$ cat src/rtl/hl_pwm_pkg.sv
// Package: shared widths and the per-channel control field layout of the
// dual high/low PWM. The packed struct order matches the bit positions
// that software uses inside each 16-bit channel slice of the control word.
package hl_pwm_pkg;
    parameter int DIV_W   = 7;            // prescaler divide field width
    parameter int SEL_W   = 2;            // clock-source select width
    parameter int CNT_W   = 16;           // high and low count width
    parameter int NUM_SRC = 1 << SEL_W;   // number of selectable sources
    parameter int SLICE_W = 16;           // control bits reserved per channel
    parameter int WORD_W  = 32;           // register word width

    // Decoded channel control: oe is the MSB, div sits in the LSBs.
    typedef struct packed {
        logic             oe;
        logic             ce;
        logic [SEL_W-1:0] sel;
        logic [DIV_W-1:0] div;
    } ch_ctrl_t;

    localparam int CTRL_USED_W = $bits(ch_ctrl_t);
endpackage

$ cat src/rtl/hl_pwm_tick_div.sv
// Module: source mux and prescaler for one channel.
// Selects one of the source pulse streams and emits a single-cycle advance
// strobe on every (div+1)-th selected pulse. Assumes run is a registered
// enable; while run is low the prescaler is held at zero so that a restart
// always begins with a full division interval.
module hl_pwm_tick_div
    import hl_pwm_pkg::*;
(
    input  logic               clk,
    input  logic               rst_n,
    input  logic               run,
    input  logic [NUM_SRC-1:0] src_tick,
    input  logic [SEL_W-1:0]   sel,
    input  logic [DIV_W-1:0]   div,
    output logic               adv
);
    logic             sel_tick;
    logic [DIV_W-1:0] div_cnt;
    logic             wrap;

    // Pick the selected source pulse.
    assign sel_tick = src_tick[sel];
    // Wrap test uses >= so a divide value lowered at run time cannot overrun.
    assign wrap     = (div_cnt >= div);
    assign adv      = run & sel_tick & wrap;

    // Count selected pulses; clear on wrap or while stopped.
    always_ff @(posedge clk) begin
        if (!rst_n) begin
            div_cnt <= '0;
        end else if (!run) begin
            div_cnt <= '0;
        end else if (sel_tick) begin
            if (wrap) div_cnt <= '0;
            else      div_cnt <= div_cnt + 1'b1;
        end
    end

    // an advance always restarts the division interval.
    assert_adv_restart_R1: assert property (@(posedge clk) disable iff (!rst_n)
        adv |=> (div_cnt == '0));

    // without a selected pulse the prescaler does not move.
    assert_hold_no_tick_R10: assert property (@(posedge clk) disable iff (!rst_n)
        (run && !sel_tick) |=> $stable(div_cnt));
endmodule

$ cat src/rtl/hl_pwm_phase_ctr.sv
// Module: high/low phase sequencer for one channel.
// Plays a high phase of hi_cur advances and a low phase of lo_cur advances
// in turn. New counts are sampled only at a phase boundary. A zero low count
// keeps the channel in its high phase; a zero high count keeps the output low.
// Assumes adv is a single-cycle strobe qualified by run.
module hl_pwm_phase_ctr
    import hl_pwm_pkg::*;
(
    input  logic             clk,
    input  logic             rst_n,
    input  logic             run,
    input  logic             adv,
    input  logic [CNT_W-1:0] hi_in,
    input  logic [CNT_W-1:0] lo_in,
    output logic             pwm
);
    logic             phase_hi;
    logic [CNT_W-1:0] cnt;
    logic [CNT_W-1:0] hi_cur;
    logic [CNT_W-1:0] lo_cur;
    logic [CNT_W-1:0] len;
    logic             at_end;
    logic             next_hi;

    // Length of the phase in progress and the boundary test.
    assign len    = phase_hi ? hi_cur : lo_cur;
    assign at_end = (len == '0) || (cnt == len - 1'b1);

    // Phase after a boundary, chosen from the counts loaded there.
    always_comb begin
        if (lo_in == '0)      next_hi = 1'b1;
        else if (hi_in == '0) next_hi = 1'b0;
        else                  next_hi = ~phase_hi;
    end

    // Sequencer state: reset/stop loads a fresh high phase, boundaries reload counts.
    always_ff @(posedge clk) begin
        if (!rst_n) begin
            phase_hi <= 1'b1;
            cnt      <= '0;
            hi_cur   <= '0;
            lo_cur   <= '0;
        end else if (!run) begin
            phase_hi <= 1'b1;
            cnt      <= '0;
            hi_cur   <= hi_in;
            lo_cur   <= lo_in;
        end else if (adv) begin
            if (at_end) begin
                cnt      <= '0;
                hi_cur   <= hi_in;
                lo_cur   <= lo_in;
                phase_hi <= next_hi;
            end else begin
                cnt <= cnt + 1'b1;
            end
        end
    end

    // Output: high only during a non-empty high phase of a running channel.
    assign pwm = run & phase_hi & (hi_cur != '0);

    // a stopped channel is parked at the start of a high phase.
    assert_fresh_start_R8: assert property (@(posedge clk) disable iff (!rst_n)
        !run |=> (phase_hi && cnt == '0));

    // between advances the counts and the position do not change.
    assert_counts_hold_R9: assert property (@(posedge clk) disable iff (!rst_n)
        (run && !adv) |=> ($stable(hi_cur) && $stable(lo_cur) && $stable(cnt)));

    // the position never passes the end of the phase in progress.
    assert_cnt_in_phase_R3: assert property (@(posedge clk) disable iff (!rst_n)
        run |-> ((len == '0) ? (cnt == '0) : (cnt < len)));
endmodule

$ cat src/rtl/hl_pwm_dual.sv
// Module: two-channel high/low count PWM with a small register file.
// Holds one shared control word and one duty word per channel, decodes each
// channel's control slice, and instantiates a prescaler and a sequencer per
// channel. Writes are synchronous; reads are combinational from reg_addr.
// Assumes NUM_CH * SLICE_W fits in one register word.
module hl_pwm_dual
    import hl_pwm_pkg::*;
#(
    parameter int NUM_CH = 2,
    parameter int ADDR_W = $clog2(NUM_CH + 2)
) (
    input  logic               clk,
    input  logic               rst_n,
    input  logic [NUM_SRC-1:0] src_tick,
    input  logic               reg_wr,
    input  logic [ADDR_W-1:0]  reg_addr,
    input  logic [WORD_W-1:0]  reg_wdata,
    output logic [WORD_W-1:0]  reg_rdata,
    output logic [NUM_CH-1:0]  pwm_o
);
    localparam int HI_LSB = WORD_W - CNT_W;

    logic [WORD_W-1:0] ctrl_q;
    logic [WORD_W-1:0] duty_q [NUM_CH];

    // Register writes: address 0 is control, 1..NUM_CH are duty words.
    always_ff @(posedge clk) begin
        if (!rst_n) begin
            ctrl_q <= '0;
            for (int i = 0; i < NUM_CH; i++) duty_q[i] <= '0;
        end else if (reg_wr) begin
            if (reg_addr == '0) ctrl_q <= reg_wdata;
            for (int i = 0; i < NUM_CH; i++)
                if (int'(reg_addr) == i + 1) duty_q[i] <= reg_wdata;
        end
    end

    // Register reads: unmapped addresses return zero.
    always_comb begin
        reg_rdata = '0;
        if (reg_addr == '0) reg_rdata = ctrl_q;
        for (int i = 0; i < NUM_CH; i++)
            if (int'(reg_addr) == i + 1) reg_rdata = duty_q[i];
    end

    for (genvar c = 0; c < NUM_CH; c++) begin : g_ch
        ch_ctrl_t cfg;
        logic     run;
        logic     adv;

        // Decode this channel's control slice and its run condition.
        assign cfg = ch_ctrl_t'(ctrl_q[c*SLICE_W +: CTRL_USED_W]);
        assign run = cfg.ce & cfg.oe;

        hl_pwm_tick_div u_div (
            .clk      (clk),
            .rst_n    (rst_n),
            .run      (run),
            .src_tick (src_tick),
            .sel      (cfg.sel),
            .div      (cfg.div),
            .adv      (adv)
        );

        hl_pwm_phase_ctr u_seq (
            .clk   (clk),
            .rst_n (rst_n),
            .run   (run),
            .adv   (adv),
            .hi_in (duty_q[c][HI_LSB +: CNT_W]),
            .lo_in (duty_q[c][0 +: CNT_W]),
            .pwm   (pwm_o[c])
        );

        // a channel missing either enable drives low.
        assert_gated_low_R6: assert property (@(posedge clk) disable iff (!rst_n)
            !(cfg.ce && cfg.oe) |-> !pwm_o[c]);

        // the cycle after an output-enable write to zero is low.
        assert_stop_now_R7: assert property (@(posedge clk) disable iff (!rst_n)
            $fell(cfg.oe) |-> !pwm_o[c]);
    end
endmodule

$ cat config.mk
export PLATFORM = sky130hd
export DESIGN_NAME = hl_pwm_dual
export DESIGN_NICKNAME = d
export VERILOG_FILES = /design/src/rtl/hl_pwm_pkg.sv /design/src/rtl/hl_pwm_tick_div.sv /design/src/rtl/hl_pwm_phase_ctr.sv /design/src/rtl/hl_pwm_dual.sv
export SDC_FILE = /design/constraint.sdc
export NUM_CORES = 1
export LEC_CHECK = 0
export ABC_AREA = 1
export CORE_ASPECT_RATIO = 0.6
export CORE_UTILIZATION = 40
export CTS_BUF_LIST = sky130_fd_sc_hd__clkbuf_4
export DETAILED_ROUTE_END_ITERATION = 8
export DONT_BUFFER_PORTS = 1
export PLACE_DENSITY_LB_ADDON = 0.3
export SLEW_MARGIN = 40
export SYNTH_ARGS = -nofsm -noshare
export SYNTH_HDL_FRONTEND = slang
export SYNTH_SLANG_ARGS = --single-unit
export TNS_END_PERCENT = 20
$ cat constraint.sdc
create_clock -name clk -period 4.7 [get_ports clk]
set_input_delay 1.41 -clock clk [delete_from_list [all_inputs] [get_ports clk]]
set_output_delay 1.41 -clock clk [all_outputs]
set_load 0.005 [all_outputs]
==> results.json <==
{
  "layout_min_cycle_time_ns": 4.15,
  "syn_inst": 1693,
  "cts_buffers": 49,
  "initial_core_util_pct": 41.0,
  "clock.fmax_mhz": 241,
  "setup_viol_count_final": 0,
  "place_inst": 2063,
  "hold_ws_ns": 0.487,
  "ys_types": 40,
  "post-cts-setup-buffers": 0,
  "fp-row-count": 48,
  "grt_max_degree": 102,
  "regToRegStartpoint": "g_ch[1].u_seq.phase_hi",
  "p_per_area_mw_per_mm2": 327,
  "final_nets": 1775,
  "gp_congestion": 0.947,
  "wl_mm": 35.3,
  "tightest_slew_ns": 0.824,
  "cts_sinks": 208,
  "viasPerCell": 5.16,
  "vias": 11100,
  "syn-cell-area_mm2": 0.0119,
  "tns_ns": 0,
  "r2r_cells": 18,
  "maxCapViolCount": 0,
  "ant_nets": 0,
  "hold-path-cell-count": 2,
  "final_cell_area_mm2": 0.0131,
  "netSwitchingFraction_pct": 29.7,
  "drt_first_pass_iters": 7,
  "status": "finished clean",
  "hp-class": "flip-flop to flip-flop",
  "dieArea_mm2": 0.0305,
  "final_cells": 2156,
  "ios": 75,
  "worstReg2RegEnd": "g_ch[1].u_seq.lo_cur[7]",
  "hp-start": "g_ch[1].u_seq.lo_cur[13]",
  "avgRoutedWirePerCell_um": 16.4,
  "cp_data_required_time_ns": 3.29,
  "clock_path_buffers": 3,
  "yosys_warnings": 0,
  "drive_gt1_share_pct": 10.4,
  "yosysSeqAreaShare_pct": 40.4,
  "slew_violations": 0,
  "whs_endpoint": "g_ch[1].u_seq.lo_cur[13]",
  "die_y_um": 136,
  "pwr-share-comb_pct": 14.1,
  "synth_edf_count": 64,
  "crit_fanout": 11,
  "fin_crit_sh_pct": 88.3,
  "fin_worst_skew_ns": 0.0623,
  "slew_headroom_pct": 45.1,
  "grt_overflow": 0,
  "r2r_slack_ns": 1.24,
  "ctsRootBufferMaster": "clkbuf_4",
  "p_leak_nw": 6.06,
  "fill_cells": 2970,
  "dpl-instance-area_mm2": 0.0124,
  "antenna_found_initial": 2,
  "peakVddDrop_uv": 205,
  "grt_pass1_wl_mm": 56.4,
  "intPower_mw": 3.00,
  "fin_util_pct": 45.1,
  "hold_violations": 0,
  "p_clk_share_pct": 38.5,
  "hpwlAfterDp_mm": 27.1,
  "critical_path_class": "primary input to output port",
  "die_w_um": 225,
  "first_iter_violations": 994,
  "portBuffers": 0,
  "p_switching_mw": 1.27,
  "cp-start-kind": "primary input",
  "crit_arrival_ns": 2.74,
  "async_flop_share_pct": 0,
  "worst_setup_path_end_kind": "output port",
  "clk_pin_slew_ns": 0.07,
  "cts_resized": 0,
  "synthFlopType": "dfxtp_1",
  "tritoncts": "built",
  "synth_fp_nets": 1754,
  "syn_area_per_cell_um2": 7.03,
  "htreeDepth": 2,
  "holdBufCountCts": 0,
  "insertion_delay_ns": 0.73,
  "seq_power_share_pct": 47.4,
  "coreArea_mm2": 0.0290,
  "ys_ff_latch": 208,
  "grt_usage_pct": 23.8,
  "drcViolationCount": 0,
  "syn_to_final_growth_pct": 9.85,
  "first_global_vias": 10500,
  "rsz0062_at_grt": "false"
}
==> flip-flops by register name, summed over array words and instances, names as in the netlist <==
| signal | count |
|---|---|
| duty_q | 64 |
| ctrl_q | 32 |
| g_ch.u_seq.cnt | 32 |
| g_ch.u_seq.hi_cur | 32 |
| g_ch.u_seq.lo_cur | 32 |
| g_ch.u_seq.phase_hi | 2 |
| g_ch.u_div.div_cnt | 14 |
==> cell families after synthesis <==
group,count (synthesis),synth area share (%)
compound gates,216,11.1
xor+xnor,47,3.46
buf+inv,310,11.0
flops,208,40.4
simple gates,892,31.9
fa+ha+maj,20,2.10
==> through the flow <==
step	power [mW]	setup WS, ns
after floorplan	2.45	0.140
after global placement	2.64	0.660
after detailed placement	2.66	0.620
after CTS	4.29	0.607
after global routing	4.48	0.474
final	4.27	0.550
==> worst max-delay path: stages <==
cell and delay [ns]:
inv_1 0.03, nor2_1 0.13, clkinv_1 0.31, buf_4 0.31, o221ai_1 0.36, buf_4 0.19
==> final cells by class <==
| type | count | area [um2] | share of cell area, % |
|---|---|---|---|
| inverter | 241 | 907 | 6.94 |
| sequential | 208 | 4800 | 36.8 |
| multi-input combinational | 1175 | 5820 | 44.5 |
| antenna | 2 | 5.00 | 0.0383 |
| clock inverter | 14 | 109 | 0.833 |
| clock buffer | 77 | 578 | 4.42 |
| tap | 400 | 500 | 3.83 |
| timing repair buffer | 39 | 352 | 2.69 |
==> layout by cell type (no fill, tap or decap), types with 4 or more instances in the layout <==
cell / instances
o22ai_1: 4
nor2_2: 12
edfxtp_1: 64
ha_1: 20
dfxtp_1: 144
nand4_1: 33
nor4_1: 19
xnor2_1: 5
nand2_2: 13
buf_4: 34
nand3b_1: 6
nor2_1: 202
nand2_1: 449
a21oi_2: 20
clkinv_1: 10
nor3_1: 18
clkbuf_4: 77
o21ai_0: 43
o221ai_1: 32
inv_1: 236
a211oi_1: 4
xor2_1: 42
nand3_1: 129
a21oi_1: 95
o21ai_1: 7
==> synth_stat cells (3+ instances only) <==
cell type / count / area [um2]
xor2_1: 42 / 368
nor3_1: 18 / 90.1
ha_1: 20 / 250
dfxtp_1: 144 / 2880
nand2_1: 451 / 1690
buf_4: 8 / 60.1
or2_2: 3 / 18.8
nand2_2: 11 / 68.8
nand3_1: 129 / 646
nor2_1: 203 / 762
buf_2: 4 / 20.0
nor4_1: 19 / 119
inv_1: 236 / 886
buf_1: 7 / 26.3
clkbuf_1: 35 / 131
a211oi_1: 4 / 30.0
o21ai_1: 7 / 35.0
a21oi_1: 95 / 475
nor2_2: 12 / 75.1
a21oi_2: 20 / 175
o221ai_1: 32 / 280
edfxtp_1: 64 / 1920
nand4_1: 33 / 206
xnor2_1: 5 / 43.8
o21ai_0: 45 / 225
nand3_2: 3 / 30.0
buf_6: 15 / 169
o22ai_1: 4 / 25.0
nand3b_1: 6 / 45.0
==> power by group through the flow <==
stage                     Clock (mW)  Combinational [mW]  Sequential (mW)
after CTS                       1.67               0.596             2.02
after detailed placement           0               0.593             2.06
after global placement             0               0.574             2.06
after floorplan                    0               0.419             2.04
final                           1.64               0.604             2.03
after global routing            1.77               0.679             2.03
==> how the worst max path moves through the flow <==
stage | endpoint | slack, ns | start
after floorplan | duty_q[0][0] | 0.14 | reg_addr[1]
after global placement | reg_rdata[15] | 0.66 | reg_addr[1]
after detailed placement | reg_rdata[15] | 0.62 | reg_addr[1]
after CTS | reg_rdata[15] | 0.61 | reg_addr[1]
after global routing | reg_rdata[15] | 0.47 | reg_addr[1]
final | reg_rdata[15] | 0.55 | reg_addr[1]
==> routing by layer <==
| layer | track usage (%) | routed length, um | vias to the layer above |
|---|---|---|---|
| met5 | 1.29 | 50 | - |
| met4 | 7.48 | 844 | 2 |
| met3 | 8.07 | 3470 | 54 |
| met2 | 34.4 | 14200 | 378 |
| met1 | 33.1 | 16700 | 5158 |
| li1 | - | - | 5543 |
No activity file was read; power rests on OpenSTA's default activity.
